`src/rtl/prr_pkg.sv`:
```
package prr_pkg;

    // Field sizes of the reply frames
    localparam int ID_BYTES   = 8;
    localparam int PRM_BYTES  = 8;
    localparam int SYS_BYTES  = 2;
    localparam int STAT_BYTES = 3;
    localparam int BLK_BYTES  = 16;
    localparam int ID_W       = 8 * ID_BYTES;

    // Length byte values (length byte through end of payload)
    localparam int LEN_SHORT  = 2 + ID_BYTES + PRM_BYTES;
    localparam int LEN_LONG   = LEN_SHORT + SYS_BYTES;
    localparam int LEN_READ   = 2 + ID_BYTES + STAT_BYTES + BLK_BYTES;
    localparam int POS_W      = 6;
    localparam int SEEN_W     = 3;

    // Command and header constants
    localparam logic [7:0] CMD_POLL_REQ = 8'h00;
    localparam logic [7:0] CMD_POLL_RSP = 8'h01;
    localparam logic [7:0] CMD_READ_REQ = 8'h06;
    localparam logic [7:0] CMD_READ_RSP = 8'h07;
    localparam logic [7:0] POLL_LEN     = 8'd6;
    localparam logic [7:0] READ_LEN_MIN = 8'd5;
    localparam int         IDX_LEN      = 0;
    localparam int         IDX_CMD      = 1;
    localparam int         IDX_CODE     = 4;

    typedef enum logic [1:0] {
        RK_NONE       = 2'd0,
        RK_POLL_SHORT = 2'd1,
        RK_POLL_LONG  = 2'd2,
        RK_READ       = 2'd3
    } rkind_t;

    typedef enum logic [1:0] {
        ST_LISTEN = 2'd0,
        ST_SEND   = 2'd1,
        ST_WAIT   = 2'd2
    } rstate_t;

    // One byte of CRC-16, polynomial 0x1021, MSB first
    function automatic logic [15:0] crc16_step(input logic [15:0] crc, input logic [7:0] b);
        logic [15:0] c;
        c = crc ^ {b, 8'h00};
        for (int i = 0; i < 8; i++) begin
            c = c[15] ? ((c << 1) ^ 16'h1021) : (c << 1);
        end
        return c;
    endfunction

endpackage

```
`src/rtl/rsp_decode.sv`:
```
module rsp_decode
    import prr_pkg::*;
#(
    parameter bit SYSCODE_REPLY = 1'b0
) (
    input  logic [7:0]        hdr_len,
    input  logic [7:0]        hdr_cmd,
    input  logic [7:0]        hdr_code,
    input  logic [SEEN_W-1:0] hdr_seen,
    output rkind_t            kind
);

    logic poll_hdr;
    logic read_hdr;

    always_comb begin
        poll_hdr = (int'(hdr_seen) > IDX_CODE) && (hdr_len == POLL_LEN) && (hdr_cmd == CMD_POLL_REQ);
        read_hdr = (int'(hdr_seen) > IDX_CMD) && (hdr_cmd == CMD_READ_REQ) && (hdr_len > READ_LEN_MIN);
        kind = RK_NONE;
        if (poll_hdr) begin
            if (hdr_code == 8'd0) begin
                kind = RK_POLL_SHORT;
            end else if (hdr_code == 8'd1 && SYSCODE_REPLY) begin
                kind = RK_POLL_LONG;
            end
        end else if (read_hdr) begin
            kind = RK_READ;
        end
    end

endmodule

```
`src/rtl/rsp_bytes.sv`:
```
module rsp_bytes
    import prr_pkg::*;
#(
    parameter logic [8*SYS_BYTES-1:0] SYS_CODE    = 16'h88B4,
    parameter logic [8*PRM_BYTES-1:0] POLL_PARAMS = 64'h00F1_0000_0001_4300
) (
    input  rkind_t           kind,
    input  logic [POS_W-1:0] pos,
    input  logic [ID_W-1:0]  id,
    input  logic [15:0]      crc,
    output logic [7:0]       data,
    output logic [POS_W-1:0] body_len,
    output logic [POS_W-1:0] last_pos
);

    localparam int PAY_START = 2 + ID_BYTES;

    int body;
    int p;
    int ip;

    always_comb begin
        case (kind)
            RK_POLL_SHORT: body = LEN_SHORT;
            RK_POLL_LONG:  body = LEN_LONG;
            RK_READ:       body = LEN_READ;
            default:       body = LEN_SHORT;
        endcase
        body_len = POS_W'(body);
        last_pos = POS_W'(body + 1);

        p    = int'(pos) - PAY_START;
        ip   = int'(pos) - 2;
        data = 8'h00;
        if (int'(pos) == 0) begin
            data = 8'(body);
        end else if (int'(pos) == 1) begin
            data = (kind == RK_READ) ? CMD_READ_RSP : CMD_POLL_RSP;
        end else if (int'(pos) < PAY_START) begin
            data = id[8*(ID_BYTES-1-ip) +: 8];
        end else if (int'(pos) < body) begin
            if (kind == RK_READ) begin
                if (p < STAT_BYTES - 1) begin
                    data = 8'h00;
                end else if (p == STAT_BYTES - 1) begin
                    data = 8'h01;
                end else begin
                    data = 8'(p - STAT_BYTES);
                end
            end else if (p < PRM_BYTES) begin
                data = POLL_PARAMS[8*(PRM_BYTES-1-p) +: 8];
            end else begin
                data = SYS_CODE[8*(SYS_BYTES-1-(p-PRM_BYTES)) +: 8];
            end
        end else if (int'(pos) == body) begin
            data = crc[15:8];
        end else begin
            data = crc[7:0];
        end
    end

endmodule

```
`src/rtl/rsp_crc16.sv`:
```
module rsp_crc16
    import prr_pkg::*;
(
    input  logic        clk,
    input  logic        rst_n,
    input  logic        clr,
    input  logic        en,
    input  logic [7:0]  din,
    output logic [15:0] crc
);

    logic [15:0] crc_d;
    logic [15:0] crc_q;

    always_comb begin
        crc_d = crc_q;
        if (clr) begin
            crc_d = 16'h0000;
        end else if (en) begin
            crc_d = crc16_step(crc_q, din);
        end
    end

    always_ff @(posedge clk or negedge rst_n) begin
        if (!rst_n) begin
            crc_q <= 16'h0000;
        end else begin
            crc_q <= crc_d;
        end
    end

    assign crc = crc_q;

endmodule

```
`src/rtl/poll_read_responder.sv`:
```
module poll_read_responder
    import prr_pkg::*;
#(
    parameter bit                     SYSCODE_REPLY = 1'b0,
    parameter logic [8*SYS_BYTES-1:0] SYS_CODE      = 16'h88B4,
    parameter logic [8*PRM_BYTES-1:0] POLL_PARAMS   = 64'h00F1_0000_0001_4300
) (
    input  logic            clk,
    input  logic            rst_n,
    input  logic            rx_valid,
    input  logic [7:0]      rx_byte,
    input  logic            rx_end,
    input  logic            rx_crc_ok,
    input  logic [ID_W-1:0] id_value,
    input  logic            tx_ready,
    input  logic            tx_done,
    output logic            tx_valid,
    output logic [7:0]      tx_byte,
    output logic            tx_last,
    output logic            rx_rearm
);

    typedef struct packed {
        rstate_t           st;
        rkind_t            kind;
        logic [POS_W-1:0]  pos;
        logic [ID_W-1:0]   id;
        logic [7:0]        hlen;
        logic [7:0]        hcmd;
        logic [7:0]        hcode;
        logic [SEEN_W-1:0] seen;
        logic              rearm;
    } regs_t;

    localparam logic [SEEN_W-1:0] SEEN_MAX = '1;

    regs_t r_d;
    regs_t r_q;

    rkind_t           dec_kind;
    logic [7:0]       gen_byte;
    logic [POS_W-1:0] gen_body;
    logic [POS_W-1:0] gen_last;
    logic [15:0]      crc_val;
    logic             crc_clr;
    logic             crc_en;

    rsp_decode #(
        .SYSCODE_REPLY(SYSCODE_REPLY)
    ) u_decode (
        .hdr_len  (r_q.hlen),
        .hdr_cmd  (r_q.hcmd),
        .hdr_code (r_q.hcode),
        .hdr_seen (r_q.seen),
        .kind     (dec_kind)
    );

    rsp_bytes #(
        .SYS_CODE    (SYS_CODE),
        .POLL_PARAMS (POLL_PARAMS)
    ) u_bytes (
        .kind     (r_q.kind),
        .pos      (r_q.pos),
        .id       (r_q.id),
        .crc      (crc_val),
        .data     (gen_byte),
        .body_len (gen_body),
        .last_pos (gen_last)
    );

    rsp_crc16 u_crc (
        .clk   (clk),
        .rst_n (rst_n),
        .clr   (crc_clr),
        .en    (crc_en),
        .din   (gen_byte),
        .crc   (crc_val)
    );

    always_comb begin
        r_d       = r_q;
        r_d.rearm = 1'b0;
        crc_clr   = 1'b0;
        crc_en    = 1'b0;
        case (r_q.st)
            ST_LISTEN: begin
                if (rx_valid) begin
                    if (int'(r_q.seen) == IDX_LEN)  r_d.hlen  = rx_byte;
                    if (int'(r_q.seen) == IDX_CMD)  r_d.hcmd  = rx_byte;
                    if (int'(r_q.seen) == IDX_CODE) r_d.hcode = rx_byte;
                    if (r_q.seen != SEEN_MAX)       r_d.seen  = r_q.seen + 1'b1;
                end
                if (rx_end) begin
                    r_d.seen  = '0;
                    r_d.hlen  = 8'h00;
                    r_d.hcmd  = 8'h00;
                    r_d.hcode = 8'h00;
                    crc_clr   = 1'b1;
                    if (rx_crc_ok && dec_kind != RK_NONE) begin
                        r_d.st   = ST_SEND;
                        r_d.kind = dec_kind;
                        r_d.pos  = '0;
                        r_d.id   = id_value;
                    end else begin
                        r_d.rearm = 1'b1;
                    end
                end
            end
            ST_SEND: begin
                if (tx_ready) begin
                    crc_en = (r_q.pos < gen_body);
                    if (r_q.pos == gen_last) begin
                        r_d.st = ST_WAIT;
                    end else begin
                        r_d.pos = r_q.pos + 1'b1;
                    end
                end
            end
            ST_WAIT: begin
                if (tx_done) begin
                    r_d.st    = ST_LISTEN;
                    r_d.kind  = RK_NONE;
                    r_d.seen  = '0;
                    r_d.rearm = 1'b1;
                end
            end
            default: begin
                r_d.st = ST_LISTEN;
            end
        endcase
    end

    always_ff @(posedge clk or negedge rst_n) begin
        if (!rst_n) begin
            r_q.st    <= ST_LISTEN;
            r_q.kind  <= RK_NONE;
            r_q.pos   <= '0;
            r_q.id    <= '0;
            r_q.hlen  <= 8'h00;
            r_q.hcmd  <= 8'h00;
            r_q.hcode <= 8'h00;
            r_q.seen  <= '0;
            r_q.rearm <= 1'b0;
        end else begin
            r_q <= r_d;
        end
    end

    assign tx_valid = (r_q.st == ST_SEND);
    assign tx_byte  = gen_byte;
    assign tx_last  = (r_q.st == ST_SEND) && (r_q.pos == gen_last);
    assign rx_rearm = r_q.rearm;

    // a stalled byte is held
    a_r7_hold_on_stall: assert property (@(posedge clk) disable iff (!rst_n)
        tx_valid && !tx_ready |=> tx_valid && $stable(tx_byte) && $stable(tx_last));

    // a reply always opens with one of the legal length bytes
    a_r2_first_byte_len: assert property (@(posedge clk) disable iff (!rst_n)
        $rose(tx_valid) |-> (tx_byte == 8'(LEN_SHORT) || tx_byte == 8'(LEN_LONG) || tx_byte == 8'(LEN_READ)));

    // after the final byte is taken, nothing more is offered
    a_r9_stop_after_last: assert property (@(posedge clk) disable iff (!rst_n)
        tx_valid && tx_ready && tx_last |=> !tx_valid);

    // a re-arm is never issued while a reply is being offered
    a_r6_rearm_idle: assert property (@(posedge clk) disable iff (!rst_n)
        rx_rearm |-> !tx_valid);

endmodule

```
`config.mk`:
```
export PLATFORM = sky130hd
export DESIGN_NAME = poll_read_responder
export DESIGN_NICKNAME = d
export VERILOG_FILES = /design/src/rtl/prr_pkg.sv /design/src/rtl/rsp_decode.sv /design/src/rtl/rsp_bytes.sv /design/src/rtl/rsp_crc16.sv /design/src/rtl/poll_read_responder.sv
export SDC_FILE = /design/constraint.sdc
export NUM_CORES = 1
export LEC_CHECK = 0
export ABC_AREA = 0
export CORE_MARGIN = 2
export CORE_UTILIZATION = 50
export DETAILED_ROUTE_END_ITERATION = 8
export GPL_ROUTABILITY_DRIVEN = 0
export PLACE_DENSITY = 0.79
export SYNTH_ARGS = -nofsm -noshare
export SYNTH_HDL_FRONTEND = slang
export SYNTH_SLANG_ARGS = --single-unit
export TNS_END_PERCENT = 100
```
`constraint.sdc`:
```
create_clock -name clk -period 4.9 [get_ports clk]
set_input_delay 0.98 -clock clk [delete_from_list [all_inputs] [get_ports clk]]
set_output_delay 0.98 -clock clk [all_outputs]
set_load 0.01 [all_outputs]
```
==> results of run 1 <==
## final cells by class
class,instances,area [um^2]
Fill cell,1050,4840
Inverter,23,86.3
Timing Repair Buffer,97,955
Multi-Input combinational cell,461,3680
Clock inverter,11,148
Sequential cell,118,2960
Tap cell,176,220
Clock buffer,21,460
## layer usage
layer / part of all wire [%] / track usage [%] / vias up
li1: - / - / 2478
met1: 42 / 31.4 / 2650
met2: 50 / 42.7 / 183
met3: 5.5 / 5.36 / 36
met4: 2.0 / 8.05 / 0
met5: 0 / 0 / -
## kinds of logic after synthesis
family / after synthesis
DFF: 118
and+or+nand+nor: 191
adders and majority gates: 16
xor gates and xnor gates: 35
AOI/OAI and AO/OA: 125
muxes: 94
buffers and inverters: 59
## through the flow
| step | instances | util, % |
|---|---|---|
| 2_1_floorplan | 638 | - |
| 3_3_place_gp | 874 | 58.8 |
| 5_1_grt | 907 | 63.7 |
| 6_report | 907 | 63.7 |
| 4_1_cts | 906 | 63.4 |
| 3_5_place_dp | 874 | 58.8 |
## power by group through the flow
stage,combinational (mW),clock (mW),sequential (mW)
global placement,0.408,0,1.04
detailed placement,0.418,0,1.04
floorplan,0.259,0,1.03
CTS,0.425,1.28,1.02
global route,0.473,1.34,1.02
finish,0.434,1.27,1.02
## Yosys cell counts (5+ instances only)
master,number
nor2b_1,7
nand3_1,59
nand2b_1,15
mux4_2,14
mux2_2,68
a21oi_1,16
dfrtp_1,118
buf_4,5
nor3_1,8
xor2_1,8
nor2_1,25
o21ai_0,50
xnor2_1,23
o21a_1,5
buf_2,10
and2_1,6
clkbuf_1,19
a31oi_1,5
nand2_1,33
inv_1,22
nand4_1,6
ha_1,16
o21ai_1,11
mux2i_1,12
## state kept, by name (all words and copies together), names as in the netlist
| name | count |
|---|---|
| rx_rearm | 1 |
| u_crc.crc | 16 |
| r_q | 101 |
## how the worst min path moves through the flow
stage / slack, ps / end / from
CTS: 500 / r_q[88] / r_q[88]
global route: 520 / r_q[29] / r_q[29]
floorplan: 460 / r_q[23] / r_q[23]
finish: 500 / r_q[88] / r_q[88]
global placement: 470 / r_q[23] / r_q[23]
detailed placement: 490 / r_q[22] / r_q[22]
## timing repair
action	4_1_cts	5_1_grt
setup buffers	0	1
resized for setup	2	7
pin swaps	0	1
endpoints found under the setup margin	3	6
## worst register-to-register path, delay by kind of cell (launching register included)
kind	cells	cell delay (ps)
adder cells (fa/ha/maj)	2	570
XOR/XNOR	3	780
AO/OA/AOI/OAI	5	1110
flip-flops	1	430
buffers and inverters	1	240
AND/OR/NAND/NOR	1	180
==> results_dict.tcl, run 1 <==
set metrics [dict create \
    crit_path_start_kind "flip-flop" \
    grt_pass1_wl_mm 28.5 \
    synth_nets 733 \
    cts.path.max_buffers 2 \
    rr_worst_depth 12 \
    track_usage_pct 24.9 \
    tightest_slew_ps 1090 \
    root_buffer "clkbuf_16" \
    start_util_pct 51.4 \
    design_area_mm2 0.00850 \
    die_w_um 121 \
    worstSetupPathType "flip-flop to output pin" \
    drc 0 \
    intPower_mw 2.02 \
    cap_violations 0 \
    synth_top_area_share_pct 43.0 \
    cts_htree_levels 4 \
    seqPwrFrac_pct 37.5 \
    max_stage_delay_ps 600 \
    yosysWarnings 0 \
    cts.sinks 118 \
    hold_viol_final 0 \
    drtIter0Drc 361 \
    hold_slack_ps 504 \
    setup_viol 0 \
    r2r_end "u_crc.crc[5]" \
    hp-class "flip-flop to flip-flop" \
    cts_buffers 17 \
    synth_xor_area_share_pct 5.34 \
    comb_power_share_pct 15.9 \
    syn2layout_area_growth_pct 23.8 \
    die_height_um 121 \
    crit_fanout 30 \
    muxShareOfSynthArea_pct 17.5 \
    yosys.area_share.adder_pct 2.92 \
    final_cell_mix "116 x dfrtp_1, 88 x clkdlybuf4s50_1, 68 x mux2_2, 59 x nand3_1, 49 x o21ai_0" \
    slew_viol_final 0 \
    grt_pass1_vias 5641 \
    crit_chain "clkbuf_8, o21ai_1, xnor2_1, ha_1, inv_1, o21ai_0, o211ai_1, nand4_1, o221a_2, o221ai_4, clkdlybuf4s50_1" \
    place_area_mm2 0.00785 \
    num_antenna_cells 0 \
    dp_hpwl_mm 12.2 \
    ir_drop_uv 254 \
    synth_area_per_cell_um2 10.8 \
    port-buffer-count 89 \
    synth-simple-area-share_pct 15.1 \
    antenna_found_initial 0 \
    synth_top_family_by_area "multiplexers" \
    grt_overflow 0 \
    p_sw_mw 0.702 \
    core_area_mm2 0.0133 \
    cts_tree "built" \
    ys_types 74 \
    yosysTopAreaCell "dfrtp_1" \
    pin_count 90 \
    synth_compound_area_share_pct 12.3 \
    clk_latency_ps 410 \
    endpoint "tx_byte[2]" \
    max-slew-margin-rel_pct 27.4 \
    leakagePower_nw 3.71 \
    num_vias 5347 \
    holdPathStages 1 \
    critical_path_buf_inv_count 3 \
    final_common_cell "dfrtp_1" \
    switching_share_pct 25.8 \
    r2r_slack_ps 1420 \
    first_pass_iters 5 \
    cpLargestDelayFamily "compound AO/OA/AOI/OAI gates" \
    cp.depth 11 \
    timing.fmax_mhz 216 \
    cts_hold_buf 0 \
    antenna_left 0 \
    finalNetCount 813 \
    min_period_over_period_pct 94.5 \
    yosysSeqAreaShare_pct 43.0 \
    clkTransAtPathRegs_ps 50 \
    ys.flop_type "dfrtp_1" \
    outcome "finished clean" \
    worstPathRequired_ps 3920 \
    p_total_mw 2.72 \
    drt_wl_total_mm 17.3 \
    ys_ff_latch 118 \
    power.density_mw_per_mm2 320 \
    crit_start "r_q[93]" \
    tns_ps 0 \
    grt_max_degree 88 \
    arrival_ps 3650 \
    die-area_mm2 0.0147 \
    cpMaxStageDelayCell "clkdlybuf4s50_1" \
    r2r-start "r_q[93]" \
    power.share.clock_pct 46.6 \
    rows 42 \
    skew_ps 14.2 \
    post-place-ws_ps 330 \
    min_period_ps 4630 \
    netlist_instances 638 \
    via_per_inst 5.90 \
    syn_area_mm2 0.00687 \
    yosys-top-cells-area "dfrtp_1 43%, mux2_2 11%, mux4_2 4.6%" \
    setup_ws_ps 270 \
    synth_edf_count 0 \
    rsz0062_at_grt "false" \
    layout-drive-gt1-share_pct 20.1 \
    cp-end-kind "output pin" \
    synthArstFlopShare_pct 100 \
    post_drt_wl_per_cell_um 19.1 \
]
Note: power is estimated with default switching activity, not from simulation.
==> run 2, diff against run 1 <==
--- a/config.mk
+++ b/config.mk
@@ -8,6 +8,7 @@
 export ABC_AREA = 0
 export CORE_MARGIN = 2
 export CORE_UTILIZATION = 50
+export CTS_BUF_LIST = sky130_fd_sc_hd__clkbuf_2 sky130_fd_sc_hd__clkbuf_4 sky130_fd_sc_hd__clkbuf_8
 export DETAILED_ROUTE_END_ITERATION = 8
 export GPL_ROUTABILITY_DRIVEN = 0
 export PLACE_DENSITY = 0.79
==> run 2 against run 1 <==
  * Global-route usage shrank 0.82 points
  * Combinational power down 1%
  * Non-clock buffer count did not move
  * Sequential cell count unchanged
  * Cell count is the same
  * Total power fell by 12%
  * Sequential power about the same
  * Largest power group is now registers
  * Fmax shrank 1.2%
  * Worst setup slack lost 58 ps
==> results_dict.tcl, run 2 (synthesis results as in run 1) <==
set metrics [dict create \
    crit_chain "clkbuf_8, o21ai_1, xnor2_1, ha_1, inv_1, o21ai_0, o211ai_1, nand4_1, o221a_2, o221ai_4, clkdlybuf4s50_1" \
    drt_wl_total_mm 16.7 \
    max_stage_delay_ps 600 \
    grt_overflow 0 \
    cts_hold_buf 0 \
    layout-drive-gt1-share_pct 20.4 \
    final_cell_mix "116 x dfrtp_1, 88 x clkdlybuf4s50_1, 68 x mux2_2, 59 x nand3_1, 49 x o21ai_0" \
    tightest_slew_ps 1070 \
    cts_tree "built" \
    regArea_mm2 0.00296 \
    syn2layout_area_growth_pct 21.2 \
    pin_count 90 \
    finalNetCount 813 \
    die-area_mm2 0.0147 \
    top_register "r_q" \
    skew_ps 11.8 \
    power.density_mw_per_mm2 287 \
    multi_input_area_mm2 0.00368 \
    cpMaxStageDelayCell "clkdlybuf4s50_1" \
    p_total_mw 2.39 \
    ir_drop_uv 281 \
    root_buffer "clkbuf_8" \
    port-buffer-count 89 \
    min_period_ps 4690 \
    cap_violations 0 \
    core_area_mm2 0.0133 \
    outcome "finished clean" \
    cts_buffers 17 \
    dp.cells 874 \
    clkTransAtPathRegs_ps 70 \
    clk_latency_ps 430 \
    final_common_cell "dfrtp_1" \
    cp-end-kind "output pin" \
    final-instance-count-excl-fill 907 \
    r2r-start "r_q[93]" \
    worstPathRequired_ps 3920 \
    grt_pass1_wl_mm 27.6 \
    via_per_inst 5.84 \
    hp-class "flip-flop to flip-flop" \
    min_period_over_period_pct 95.7 \
    cts_htree_levels 4 \
    drc 0 \
    hold_end "r_q[35]" \
    antenna_left 0 \
    die_w_um 121 \
    num_antenna_cells 0 \
    antenna_found_initial 0 \
    tns_ps 0 \
    cts.path.max_buffers 2 \
    r2r_end "u_crc.crc[6]" \
    crit_path_start_kind "flip-flop" \
    slew_viol_final 0 \
    worstSetupPathType "flip-flop to output pin" \
    worstHoldStart "r_q[35]" \
    cts.sinks 118 \
    rows 42 \
    leakagePower_nw 3.63 \
    holdPathStages 1 \
    setup_viol 0 \
    critical_path_buf_inv_count 3 \
    r2r_slack_ps 1430 \
    num_vias 5294 \
    rsz0062_at_grt "false" \
    fillCellCount 1077 \
    drtIter0Drc 368 \
    grt_pass1_vias 5633 \
    hold_viol_final 0 \
    rr_worst_depth 13 \
    arrival_ps 3710 \
    die_height_um 121 \
    start_util_pct 51.4 \
    track_usage_pct 24.1 \
    timing.fmax_mhz 213 \
    first_pass_iters 5 \
    cpLargestDelayFamily "compound AO/OA/AOI/OAI gates" \
    dp_hpwl_mm 12.2 \
    crit_fanout 30 \
    max-slew-margin-rel_pct 28.4 \
    largest_register_ffs 101 \
    grt_max_degree 88 \
    post_drt_wl_per_cell_um 18.4 \
]
==> run 2: power by group <==
| part | internal [mW] | switching (mW) |
|---|---|---|
| Clock | 0.543 | 0.396 |
| Combinational | 0.192 | 0.238 |
| Sequential | 1.00 | 0.0201 |
| Total | 1.73 | 0.654 |
==> run 2: how the worst max path moves through the flow <==
stage,depth (start not counted),endpoint,startpoint
3_5_place_dp,12,tx_byte[1],r_q[94]
6_report,11,tx_byte[2],r_q[93]
2_1_floorplan,14,tx_byte[1],r_q[93]
4_1_cts,11,tx_byte[2],r_q[93]
5_1_grt,11,tx_byte[2],r_q[93]
3_3_place_gp,11,tx_byte[2],r_q[94]
==> run 2: what timing repair did <==
action                     in CTS  in global routing
setup endpoints to repair       3                  7
resized for setup               2                  7
hold endpoints to repair        0                  0
setup buffers                   0                  1
pin swaps                       0                  1
==> run 2: worst reg2reg max path, cell delays in order (launching register included) <==
cell and delay [ps]:
dfrtp_1 440, inv_1 240, ha_4 270, xor2_2 250
ha_1 280, inv_1 60, o21ai_0 180, o211ai_1 230
nand4_1 260, o21ai_1 110, a211oi_2 310, xor2_1 370
xnor3_1 270, o21ai_1 120
==> run 2: through the flow <==
stage / cell area, um^2 / setup WS [ps] / hold WS, ps / utilization (%)
after floorplan: 6870 / 1010 / 460 / -
after global placement: 7850 / 570 / 474 / 58.8
after detailed placement: 7850 / 330 / 491 / 58.8
after CTS: 8280 / 43.8 / 509 / 62.0
after global routing: 8320 / 19.1 / 523 / 62.3
final: 8320 / 212 / 505 / 62.3
==> run 2: final cells by class <==
cell class / count / area share, %
clock buffers: 21 / 3.32
inverters: 23 / 1.04
flip-flops and latches: 118 / 35.5
well taps: 176 / 2.65
clock inverters: 11 / 1.77
multi-input cells: 461 / 44.2
repair buffers: 97 / 11.5
==> run 2: layer usage <==
layer  track usage, %  vias to the layer above  wire length, um
met2             40.4                      198             8220
met3             5.78                       37             1040
met1             30.3                     2581             7030
met5                0                        -                0
met4             8.98                        0              383
li1                 -                     2478                -
==> run 3, diff against run 2 <==
--- a/config.mk
+++ b/config.mk
@@ -7,11 +7,11 @@
 export LEC_CHECK = 0
 export ABC_AREA = 0
 export CORE_MARGIN = 2
-export CORE_UTILIZATION = 50
-export CTS_BUF_LIST = sky130_fd_sc_hd__clkbuf_2 sky130_fd_sc_hd__clkbuf_4 sky130_fd_sc_hd__clkbuf_8
+export CORE_UTILIZATION = 45
+export CTS_BUF_LIST = sky130_fd_sc_hd__clkbuf_16
 export DETAILED_ROUTE_END_ITERATION = 8
 export GPL_ROUTABILITY_DRIVEN = 0
-export PLACE_DENSITY = 0.79
+export PLACE_DENSITY = 0.73
 export SYNTH_ARGS = -nofsm -noshare
 export SYNTH_HDL_FRONTEND = slang
 export SYNTH_SLANG_ARGS = --single-unit
==> run 3 against run 2 <==
  * Total power increased by 12%
  * Cell count increased by 1.1%
  * Largest power group is now clock
  * Critical path depth unchanged
  * Sequential power about the same
  * Register-to-register slack got worse by 30 ps
  * Sequential share of layout area decreased by 0.70 points
  * Utilization decreased by 5.9 points
  * Sequential cell count unchanged
  * Global-route usage decreased by 2.7 points
  * Fmax about the same
==> results_dict.tcl, run 3 (synthesis results as in run 1) <==
set metrics [dict create \
    outcome "finished clean" \
    setup_viol 0 \
    max-slew-margin-rel_pct 27.5 \
    r2r-start "r_q[94]" \
    multi_input_area_mm2 0.00367 \
    min_period_ps 4690 \
    syn2layout_area_growth_pct 23.6 \
    num_antenna_cells 0 \
    crit_fanout 12 \
    top_register "r_q" \
    final-instance-count-excl-fill 917 \
    worstSetupPathType "flip-flop to output pin" \
    timing.fmax_mhz 213 \
    worstPathRequired_ps 3920 \
    fillCellCount 1269 \
    leakagePower_nw 3.70 \
    cts.sinks 118 \
    regArea_mm2 0.00296 \
    p_total_mw 2.68 \
    hp-class "flip-flop to flip-flop" \
    crit_start "r_q[94]" \
    rows 45 \
    die-area_mm2 0.0163 \
    skew_ps 9.55 \
    start_util_pct 45.7 \
    die_height_um 128 \
    slew_viol_final 0 \
    hold_viol_final 0 \
    setup_ws_ps 211 \
    final_cell_mix "116 x dfrtp_1, 88 x clkdlybuf4s50_1, 68 x mux2_2, 59 x nand3_1, 49 x o21ai_0" \
    clk_latency_ps 420 \
    post-place-ws_ps 403 \
    crit_path_start_kind "flip-flop" \
    worstHoldStart "r_q[24]" \
    tns_ps 0 \
    root_buffer "clkbuf_16" \
    finalNetCount 812 \
    grt_max_degree 88 \
    grt_overflow 0 \
    post_drt_wl_per_cell_um 18.2 \
    first_pass_iters 5 \
    arrival_ps 3710 \
    cts_tree "built" \
    cp-end-kind "output pin" \
    ir_drop_uv 260 \
    hold_slack_ps 502 \
    die_w_um 128 \
    clkTransAtPathRegs_ps 50 \
    dp.cells 886 \
    core_area_mm2 0.0150 \
    port-buffer-count 89 \
    final_common_cell "dfrtp_1" \
    drc 0 \
    grt_pass1_vias 5353 \
    largest_register_ffs 101 \
    tightest_slew_ps 1090 \
    layout-drive-gt1-share_pct 19.8 \
    cts_buffers 17 \
    drtIter0Drc 387 \
    cts.path.max_buffers 2 \
    via_per_inst 5.72 \
    pin_count 90 \
    dp_hpwl_mm 12.0 \
    drt_wl_total_mm 16.7 \
    power.density_mw_per_mm2 316 \
    antenna_left 0 \
    cts_htree_levels 4 \
    grt_pass1_wl_mm 27.3 \
    num_vias 5242 \
    rsz0062_at_grt "false" \
    antenna_found_initial 0 \
    track_usage_pct 21.4 \
    cap_violations 0 \
    min_period_over_period_pct 95.7 \
]
run 3: cell count changes in the layout (fill, tap and decap cells not counted), sizes merged:
cell / delta
clkbuf: -4
clkinv: +3
buf: -1
clkinvlp: +1
inv: -1
run 3: critical path, cell delays in order (launching register included):
cell and delay (ps):
dfrtp_2 520, inv_1 170, ha_4 240, xor2_2 210
ha_1 280, inv_1 60, o21ai_0 80, o211ai_1 260
nand4_1 300, o221a_2 340, o221ai_4 230, clkdlybuf4s50_1 590
run 3: path summary, 6_finish.rpt:
check / slack [ps] / end / cells after the start
min in group asynchronous: 750 / r_q[75] / 1
setup reg to reg: 1400 / u_crc.crc[13] / 13
max in group asynchronous: 3090 / r_q[85] / 2
hold reg to reg: 500 / r_q[24] / 2
hold / removal: 500 / r_q[24] / 2
setup / recovery: 210 / tx_byte[2] / 11
run 3: routing by layer:
layer  up-vias  wire [um]  GRT usage (%)
met5         -          0              0
met4         0        384           8.27
met3        34        730           4.48
met2       157       8100           35.0
met1      2579       7480           28.0
li1       2472          -              -
run 3: metrics by stage:
step / utilization [%] / area [um^2]
floorplan: - / 6870
global placement: 52.3 / 7870
detailed placement: 52.3 / 7870
CTS: 56.3 / 8460
global route: 56.4 / 8490
finish: 56.4 / 8490
run 3: repair_timing:
item,in CTS,in global routing
buffers inserted,0,0
hold endpoints to repair,0,0
gates resized for setup,1,7
hold buffers,0,0
endpoints found under the setup margin,3,6
run 3: power by group:
group | switching [mW] | internal (mW) | total, mW
logic | 0.237 | 0.191 | 0.428
clock network | 0.444 | 0.790 | 1.23
registers | 0.0203 | 1.00 | 1.02
total | 0.701 | 1.98 | 2.68
run 3: layout make-up:
cell class	count	share of cell area, %
clock buffers	17	5.01
clock inverters	14	1.92
inverters	23	1.02
multi-input cells	461	43.3
flip-flops and latches	118	34.8
well taps	188	2.77
repair buffers	96	11.2
